===== config.mk =====
export PLATFORM = sky130hd
export DESIGN_NAME = simd_part_cmp
export DESIGN_NICKNAME = d
export VERILOG_FILES = /design/src/rtl/simd_cmp_pkg.sv /design/src/rtl/simd_lane_eval.sv /design/src/rtl/simd_seg_reduce.sv /design/src/rtl/simd_seg_magnitude.sv /design/src/rtl/simd_part_cmp.sv
export SDC_FILE = /design/constraint.sdc
export NUM_CORES = 1
export LEC_CHECK = 0
export ABC_AREA = 1
export BUFFER_PORTS_ARGS = -buffer_cell sky130_fd_sc_hd__buf_2
export CORE_MARGIN = 8
export CORE_UTILIZATION = 45
export DETAILED_ROUTE_END_ITERATION = 7
export PLACE_DENSITY = 0.66
export RECOVER_POWER = 50
export SYNTH_ARGS = -nofsm -noshare
export SYNTH_HDL_FRONTEND = slang
export SYNTH_HIERARCHICAL = 1
export SYNTH_SLANG_ARGS = --single-unit

===== constraint.sdc =====
create_clock -name vclk -period 6.05
set_clock_uncertainty 0.15 [all_clocks]
set_input_delay 1.21 -clock vclk [all_inputs]
set_output_delay 1.21 -clock vclk [all_outputs]
set_load 0.01 [all_outputs]

===== src/rtl/simd_cmp_pkg.sv =====
package simd_cmp_pkg;

    localparam int unsigned LANE_W_DEF = 8;
    localparam int unsigned LANES_DEF  = 8;

    typedef enum logic [3:0] {
        MODE_EQ  = 4'd0,
        MODE_NE  = 4'd1,
        MODE_GT  = 4'd2,
        MODE_GE  = 4'd3,
        MODE_LT  = 4'd4,
        MODE_LE  = 4'd5,
        MODE_ALL = 4'd6,
        MODE_ANY = 4'd7,
        MODE_PAR = 4'd8
    } cmp_mode_e;

    typedef enum logic [1:0] {
        FOLD_AND = 2'd0,
        FOLD_OR  = 2'd1,
        FOLD_XOR = 2'd2
    } fold_e;

endpackage


===== src/rtl/simd_lane_eval.sv =====
module simd_lane_eval #(
    parameter int unsigned LANE_W = 8
) (
    input  logic [LANE_W-1:0] a_i,
    input  logic [LANE_W-1:0] b_i,
    output logic              eq_o,
    output logic              gt_o,
    output logic              all_o,
    output logic              any_o,
    output logic              par_o
);

    assign eq_o  = (a_i == b_i);
    assign gt_o  = (a_i > b_i);
    assign all_o = &a_i;
    assign any_o = |a_i;
    assign par_o = ^a_i;

endmodule


===== src/rtl/simd_seg_reduce.sv =====
module simd_seg_reduce #(
    parameter int unsigned          LANES = 8,
    parameter simd_cmp_pkg::fold_e  FOLD  = simd_cmp_pkg::FOLD_AND
) (
    input  logic [LANES-1:0] lane_i,
    input  logic [LANES-2:0] gate_i,
    output logic [LANES-1:0] bcast_o
);

    // brk[j] is the break below lane j; guard breaks at both ends
    logic [LANES:0]   brk;
    logic [LANES-1:0] acc;

    assign brk = {1'b1, gate_i, 1'b1};

    for (genvar j = 0; j < LANES; j++) begin : g_lane
        if (j == LANES - 1) begin : g_top
            assign acc[j] = lane_i[j];
        end else begin : g_inner
            logic joined;
            if (FOLD == simd_cmp_pkg::FOLD_AND) begin : g_and
                assign joined = lane_i[j] & acc[j+1];
            end else if (FOLD == simd_cmp_pkg::FOLD_OR) begin : g_or
                assign joined = lane_i[j] | acc[j+1];
            end else begin : g_xor
                assign joined = lane_i[j] ^ acc[j+1];
            end
            assign acc[j] = brk[j+1] ? lane_i[j] : joined;
        end

        if (j == 0) begin : g_base
            assign bcast_o[j] = acc[j];
        end else begin : g_up
            assign bcast_o[j] = brk[j] ? acc[j] : bcast_o[j-1];
        end
    end

endmodule


===== src/rtl/simd_seg_magnitude.sv =====
module simd_seg_magnitude #(
    parameter int unsigned LANES = 8
) (
    input  logic [LANES-1:0] eq_i,
    input  logic [LANES-1:0] gt_i,
    input  logic [LANES-2:0] gate_i,
    output logic [LANES-1:0] eq_o,
    output logic [LANES-1:0] gt_o
);

    logic [LANES:0]   brk;
    logic [LANES-1:0] eq_acc;
    logic [LANES-1:0] gt_acc;

    assign brk = {1'b1, gate_i, 1'b1};

    for (genvar j = 0; j < LANES; j++) begin : g_lane
        if (j == LANES - 1) begin : g_top
            assign eq_acc[j] = eq_i[j];
            assign gt_acc[j] = gt_i[j];
        end else begin : g_inner
            // higher lanes of the same partition take precedence
            assign eq_acc[j] = brk[j+1] ? eq_i[j] : (eq_i[j] & eq_acc[j+1]);
            assign gt_acc[j] = brk[j+1] ? gt_i[j]
                                        : (gt_acc[j+1] | (eq_acc[j+1] & gt_i[j]));
        end

        if (j == 0) begin : g_base
            assign eq_o[j] = eq_acc[j];
            assign gt_o[j] = gt_acc[j];
        end else begin : g_up
            assign eq_o[j] = brk[j] ? eq_acc[j] : eq_o[j-1];
            assign gt_o[j] = brk[j] ? gt_acc[j] : gt_o[j-1];
        end
    end

endmodule


===== src/rtl/simd_part_cmp.sv =====
module simd_part_cmp
    import simd_cmp_pkg::*;
#(
    parameter int unsigned LANE_W = LANE_W_DEF,
    parameter int unsigned LANES  = LANES_DEF,
    localparam int unsigned DATA_W = LANE_W * LANES,
    localparam int unsigned GATE_W = LANES - 1
) (
    input  logic [DATA_W-1:0] a_i,
    input  logic [DATA_W-1:0] b_i,
    input  logic [GATE_W-1:0] gate_i,
    input  logic [3:0]        mode_i,
    output logic [LANES-1:0]  res_o
);

    logic [LANES-1:0] l_eq, l_gt, l_all, l_any, l_par;
    logic [LANES-1:0] eq_bc, gt_bc, all_bc, any_bc, par_bc;

    for (genvar j = 0; j < LANES; j++) begin : g_eval
        simd_lane_eval #(.LANE_W(LANE_W)) u_eval (
            .a_i   (a_i[j*LANE_W +: LANE_W]),
            .b_i   (b_i[j*LANE_W +: LANE_W]),
            .eq_o  (l_eq[j]),
            .gt_o  (l_gt[j]),
            .all_o (l_all[j]),
            .any_o (l_any[j]),
            .par_o (l_par[j])
        );
    end

    simd_seg_magnitude #(.LANES(LANES)) u_mag (
        .eq_i   (l_eq),
        .gt_i   (l_gt),
        .gate_i (gate_i),
        .eq_o   (eq_bc),
        .gt_o   (gt_bc)
    );

    simd_seg_reduce #(.LANES(LANES), .FOLD(FOLD_AND)) u_all (
        .lane_i  (l_all),
        .gate_i  (gate_i),
        .bcast_o (all_bc)
    );

    simd_seg_reduce #(.LANES(LANES), .FOLD(FOLD_OR)) u_any (
        .lane_i  (l_any),
        .gate_i  (gate_i),
        .bcast_o (any_bc)
    );

    simd_seg_reduce #(.LANES(LANES), .FOLD(FOLD_XOR)) u_par (
        .lane_i  (l_par),
        .gate_i  (gate_i),
        .bcast_o (par_bc)
    );

    always_comb begin
        case (mode_i)
            MODE_EQ:  res_o = eq_bc;
            MODE_NE:  res_o = ~eq_bc;
            MODE_GT:  res_o = gt_bc;
            MODE_GE:  res_o = gt_bc | eq_bc;
            MODE_LT:  res_o = ~(gt_bc | eq_bc);
            MODE_LE:  res_o = ~gt_bc;
            MODE_ALL: res_o = all_bc;
            MODE_ANY: res_o = any_bc;
            MODE_PAR: res_o = par_bc;
            default:  res_o = '0;
        endcase
    end

endmodule


## Word level (Yosys, flattened, before mapping)

Index checks and enable logic that the tools add are counted.

| word-level totals | value |
|---|---|
| bits in writable memories | 0 |
| latch bits | 0 |
| input port bits | 139 |
| output and inout bits | 8 |
| ROM bits | 0 |
| logic and storage cells | 166 |
| bits in registers | 0 |
| memories | 0 |

| operators by class | value |
|---|---|
| $mul | 0 |
| muxes and demuxes | 71 |
| magnitude comparators | 8 |
| shifts and indexed selects | 0 |
| add/sub/neg operators | 0 |
| bitwise operators | 46 |
| equality and inequality tests | 16 |
| divide/modulo/power cells | 0 |
| reductions and logical operators | 25 |

Operators with widths:

| cell | count |
|---|---|
| case mux 8 bit (9 select lines) | 1 |
| 2-to-1 mux 1 bit | 70 |
| == test 8 bit | 8 |
| > comparator 8 bit | 8 |
| AND reduction 8 bit | 8 |
| OR reduction 8 bit | 8 |
| XOR reduction 8 bit | 8 |
| NOT 8 bit | 3 |
| AND 1 bit | 21 |
| == test 4 x 3 -> 1 bit, second input constant | 4 |
| OR 1 bit | 14 |
| == test 4 x 2 -> 1 bit, second input constant | 2 |
| OR 8 bit | 1 |
| XOR 1 bit | 7 |
| == test 4 x 1 -> 1 bit, second input constant | 1 |
| == test 4 bit, second input constant | 1 |
| zero test 4 bit | 1 |

## Longest topological paths before layout

| logic depth | value |
|---|---|
| word-level depth | 26 |
| gate-level depth with buffers | 35 |
| depth with buffers taken out | 35 |

## By module

The synthesis kept the hierarchy.

By module, submodules not included:

| module | seq. area each (sq um) | area each (sq um) | instances | cells an instance |
|---|---|---|---|---|
| simd_lane_eval | 0.0 | 411.6 | 8 | 58 |
| simd_part_cmp | 0.0 | 869.6 | 1 | 193 |
| simd_seg_magnitude | 0.0 | 411.6 | 1 | 78 |
| simd_seg_reduce (u_par) | 0.0 | 322.8 | 1 | 62 |
| simd_seg_reduce (u_any) | 0.0 | 206.4 | 1 | 48 |
| simd_seg_reduce (u_all) | 0.0 | 183.9 | 1 | 40 |

## Worst setup path before layout

No wires, ideal clock.

| timing | value |
|---|---|
| path type | in2out |
| from | input a_i[58] |
| to | output res_o[7] |
| required time | 4.690 ns |
| path buffers | 0 |
| stages on the path | 33 |
| slack | 0.870 ns |
| arrival time | 3.820 ns |
| cell sequence | inv_1 -> ha_1 -> xor2_1 -> xnor2_1 -> nand3_1 -> nand2_2 -> nand3_1 -> nand3_1 -> nand2_1 -> nand2_1 -> nand2_1 -> nand2_1 -> nand2_2 -> nand2_1 -> nand2_2 -> nand2_2 -> nand2_1 -> nand2_1 -> nand2_1 -> nand2_1 -> nand2_1 -> nand2_2 -> nand3_2 -> nand3_2 -> nand3_2 -> nand3_2 -> nand3_2 -> nand3_1 -> nand2_1 -> nand3_1 -> nand2_1 -> nor2_1 -> nand3_1 |

| on the way | value |
|---|---|
| elaborated cells between the ends (all ways) | 122 |
| classes of those cells | order compare (1); eq/ne (1); mux (71); bitwise (46); reduce/logical (3) |

RTL lines:

| element | RTL line | RTL |
|---|---|---|
| from (decl) | simd_part_cmp.sv:9 | `input logic [DATA_W-1:0] a_i,` |
| XOR reduction 8 bit (*) | simd_lane_eval.sv:17 | `assign par_o = ^a_i;` |
| named net l_par[7] | simd_part_cmp.sv:16 | `logic [LANES-1:0] l_eq, l_gt, l_all, l_any, l_par;` |
| XOR 1 bit | simd_seg_reduce.sv:26 | `assign joined = lane_i[j] ^ acc[j+1];` |
| 2-to-1 mux 1 bit | simd_seg_reduce.sv:28 | `assign acc[j] = brk[j+1] ? lane_i[j] : joined;` |
| XOR 1 bit | simd_seg_reduce.sv:26 |  |
| 2-to-1 mux 1 bit | simd_seg_reduce.sv:28 |  |
| XOR 1 bit | simd_seg_reduce.sv:26 |  |
| 2-to-1 mux 1 bit | simd_seg_reduce.sv:28 |  |
| [4 not listed] | - |  |
| XOR 1 bit | simd_seg_reduce.sv:26 |  |
| 2-to-1 mux 1 bit | simd_seg_reduce.sv:28 |  |
| XOR 1 bit | simd_seg_reduce.sv:26 |  |
| 2-to-1 mux 1 bit | simd_seg_reduce.sv:28 |  |
| 2-to-1 mux 1 bit (6 in a row) | simd_seg_reduce.sv:34 | `assign bcast_o[j] = brk[j] ? acc[j] : bcast_o[j-1];` |
| 2-to-1 mux 1 bit (*) | simd_seg_reduce.sv:34 |  |
| named net par_bc[7] | simd_part_cmp.sv:17 | `logic [LANES-1:0] eq_bc, gt_bc, all_bc, any_bc, par_bc;` |
| case mux 8 bit (9 select lines) (*) | simd_part_cmp.sv:58 | `case (mode_i)` |
| to (decl) | simd_part_cmp.sv:13 | `output logic [LANES-1:0] res_o` |

The timed path passes the listed nets; every way through them passes the cells marked *.

## Worst setup path after layout

| timing | value |
|---|---|
| from | input a_i[59] |
| to | output res_o[7] |

The elaborated chain is that of the path after synthesis.

==> run summary <==
Pin slew with the least headroom to its limit: 0.743 ns. met2 is the most crowded layer. The area occupied by registers is 0 sq um. The first routing iteration left 198 violations. Combinational logic is responsible for 100.0% of the overall power.

For the highest achievable clock rate, the log shows 0.174 GHz. The summed instance area of the synthesized netlist is 5290 sq um. In this design, the stage delay of the slowest critical-path cell is 0.29 ns.

The run gives 1152 as the net count after synthesis. For this design the total switching power over the nets is 299 uW. Global routing consumed, over all layers together, 16.1% of the routing resources. Summing the sequential cell areas from Yosys gives 0% of the chip area. The synthesized design spends more area on one cell type than any other, namely ha_1. The number of detailed-route iterations in the first pass was 5.

The floorplan die height was 124 microns; the final weighted congestion in routability-driven placement was 0.816. The final layout contains 1296 nets. Maximum ir drop on the vdd rail: 34.8 uV.

The logs give 1170 for the count of placed standard cells in the final layout, fillers left out and 147 for the boundary pin count. The first global-routing pass estimated 22.8 mm of wire. By count the netlist is led by inv_1 (196), nand2_1 (192), ha_1 (128). The logs give 0 for the number of pins with negative max-slew slack in the final report and 0 for the count of antenna-violating nets left after detailed routing.

The post-route netlist has 27.6% of its cells at a drive strength greater than 1. After layout, the worst path uses 95.2% of the clock period. The via count of the first global-routing pass is 5342, and the met2 global-route usage is 28.7%. Each instance of the synthesized netlist takes up on average 5.97 sq um.

The layout has 1258 filler cells. Setup violations remaining at the end of the flow were counted as 0. The sequential cell count is 0, and the area share of the largest cell type after synthesis is 30.3%. The post-layout minimum cycle time is 5.76 ns. The synthesized netlist contains 30 unique library cells.

With fillers left out, the area of the finished cells amounts to 6190 sq um. In the post-synthesis netlist, the cell with the most instances is inv_1. The worst pin sits at a relative slew slack of 50.4%. For the relative contribution of sequential cells to total power, the log shows 0%. For this run, the number of Yosys warnings is 6. The number of antenna violations at the first check in global routing was 0; the power density over the cells was 82.4 nW/um^2.

Net switching is 58.7% of the power. The largest driver fanout on the critical path works out to 3. The cell row count was 39. By area the synthesized netlist is led by ha_1 (30%), inv_1 (14%), nand2_1 (14%). The die width was 124 microns; the area of the die was 15500 sq um. The reported leakage power is 0.00402 uW.

Most frequent cell on the critical path: nand2_1. The logs give 0 for the final hold violation count and 54.0% for the core occupancy in the finished layout. The class of the most critical setup path was in2out. The data required time of the worst path is 4.69 ns, and the largest net degree at the start of global routing is 33. Detailed placement finished with a half-perimeter wire length of 11.5 mm. The share of total power dissipated in the clock network is 0%. The worst setup path is captured at an output port. Once the floorplan was initialized, standard cells occupied 46.1% of the core. The number of placed instances, taps included, is 1168.

The capturing element of the worst setup path is res_o[7]. Synthesis handed over a netlist of 885 instances. Of the post-synthesis cell area, the part taken by muxes is 0%. Summing all placed instances gives a cell area of 6150 sq um.

The simple-gate share of the synthesized area came out at 41.8%. The signed area change from the synthesized netlist to the final layout was 17.0%. The post-layout total power came out at 510 uW.

In the routed layout, each cell is associated on average with a via count of 4.62. The number of violations of the max-capacitance limit is 0. The detailed-route via count was 5411; the internal power summed over all cells was 211 uW. The largest individual stage delay along the critical path comes from the cell ha_1.

STA classifies the critical path startpoint as a primary input. The floorplan step defined a core boundary enclosing 11500 sq um. The routing usage on met3 is 1.53%.

The layout has 0 clock buffers. For this design, the CTS-stage hold fixing added 0 buffers. The launching instance or port of the critical path is a_i[59]. Dividing the detail-routed wire length by the instance count gives 11.0 microns. The run finished with clean final reports. After detailed routing, the total wire length is 12.8 mm.

The adder and majority cell fraction of the synthesized area is 30.3%. The worst endpoint data arrival time came out at 4.40 ns. Global routing used 21.3% of the available met1 tracks. During placement, the flow inserted port buffers numbering 147. The tools report the detailed-route DRC error count as 0. Of the total synthesized cell area, the portion taken by XOR and XNOR cells is 3.98%.

The combinational family with the most area after synthesis is simple AND/OR/NAND/NOR gates. Summing the areas of all compound-gate instances in the mapped netlist gives 6.53% of the synthesized area. The tightest min-delay check is of the in2out type.

The number of antenna diodes in the final layout is 0. Global routing finished with a remaining overflow of 0.
[metal layers]
layer	vias up	share of wire [%]	wire length [microns]
met4	0	0.28	36
met3	4	4.4	562
met2	122	46	5930
li1	3012	-	-
met1	2273	49	6310
met5	-	0	0
[placed cells by master, fill, tap and decap left out]
cell type,n
inv_1,196
nand2_1,189
buf_2,147
ha_1,128
nand3_1,91
nor2_1,72
nand2_2,44
inv_2,25
nand3_2,21
a21oi_1,18
xnor2_1,16
nand4_1,10
a21oi_2,10
xor2_1,8
nor3_4,8
a21o_2,8
and2_1,7
o21ai_2,6
nor2_2,4
buf_4,4
o21ai_1,4
nor2_4,3
o21ai_0,2
nand3b_1,1
o211ai_1,1
nand2_4,1
a21boi_1,1
bufinv_8,1
clkinv_2,1
[power by group through the flow]
stage	Clock (uW)	Combinational, uW	Sequential (uW)
floorplan	0	357	0
global placement	0	490	0
detailed placement	0	495	0
CTS	0	497	0
global route	0	583	0
finish	0	510	0
[area by class of cell]
class / instances / area (sq um) / share of cell area, %
multi-input combinational: 653 / 4390 / 71.0
timing repair buffer: 151 / 766 / 12.4
inverter: 223 / 852 / 13.8
tap: 143 / 179 / 2.89
[per-stage QoR]
stage	setup TNS [ns]	hold slack [ns]	setup WS, ns
6_report	0	2.89	0.290
5_1_grt	-0.00155	2.97	-0.00155
4_1_cts	0	2.90	0.319
3_5_place_dp	0	2.90	0.334
3_3_place_gp	0	2.90	0.400
2_1_floorplan	0	2.57	0.870
[worst min-delay path by stage]
| stage | cells after the start | slack [ns] | end | startpoint |
|---|---|---|---|---|
| final | 7 | 2.89 | res_o[7] | mode_i[1] |
| after global routing | 7 | 2.97 | res_o[4] | mode_i[1] |
| after CTS | 7 | 2.90 | res_o[7] | mode_i[1] |
| after detailed placement | 7 | 2.90 | res_o[7] | mode_i[1] |
| after global placement | 7 | 2.90 | res_o[6] | mode_i[2] |
| after floorplan | 5 | 2.57 | res_o[0] | mode_i[0] |
[logic make-up after synthesis]
kind of cell             after synthesis
adder cells (fa/ha/maj)              128
XOR/XNOR                              24
AO/OA/AOI/OAI                         50
AND/OR/NAND/NOR                      451
buffers and inverters                232
[critical path: cells and delay by family]
family	cells	cell delay [ns]
and+or+nand+nor	29	2.16
xor gates and xnor gates	2	0.44
adders and majority gates	1	0.29
buffers and inverters	3	0.28
[repair_timing]
item	4_1_cts	5_1_grt
endpoints found under the setup margin	0	2
setup buffers	0	2
resized for setup	0	6
Note: power is estimated with default switching activity, not from simulation.
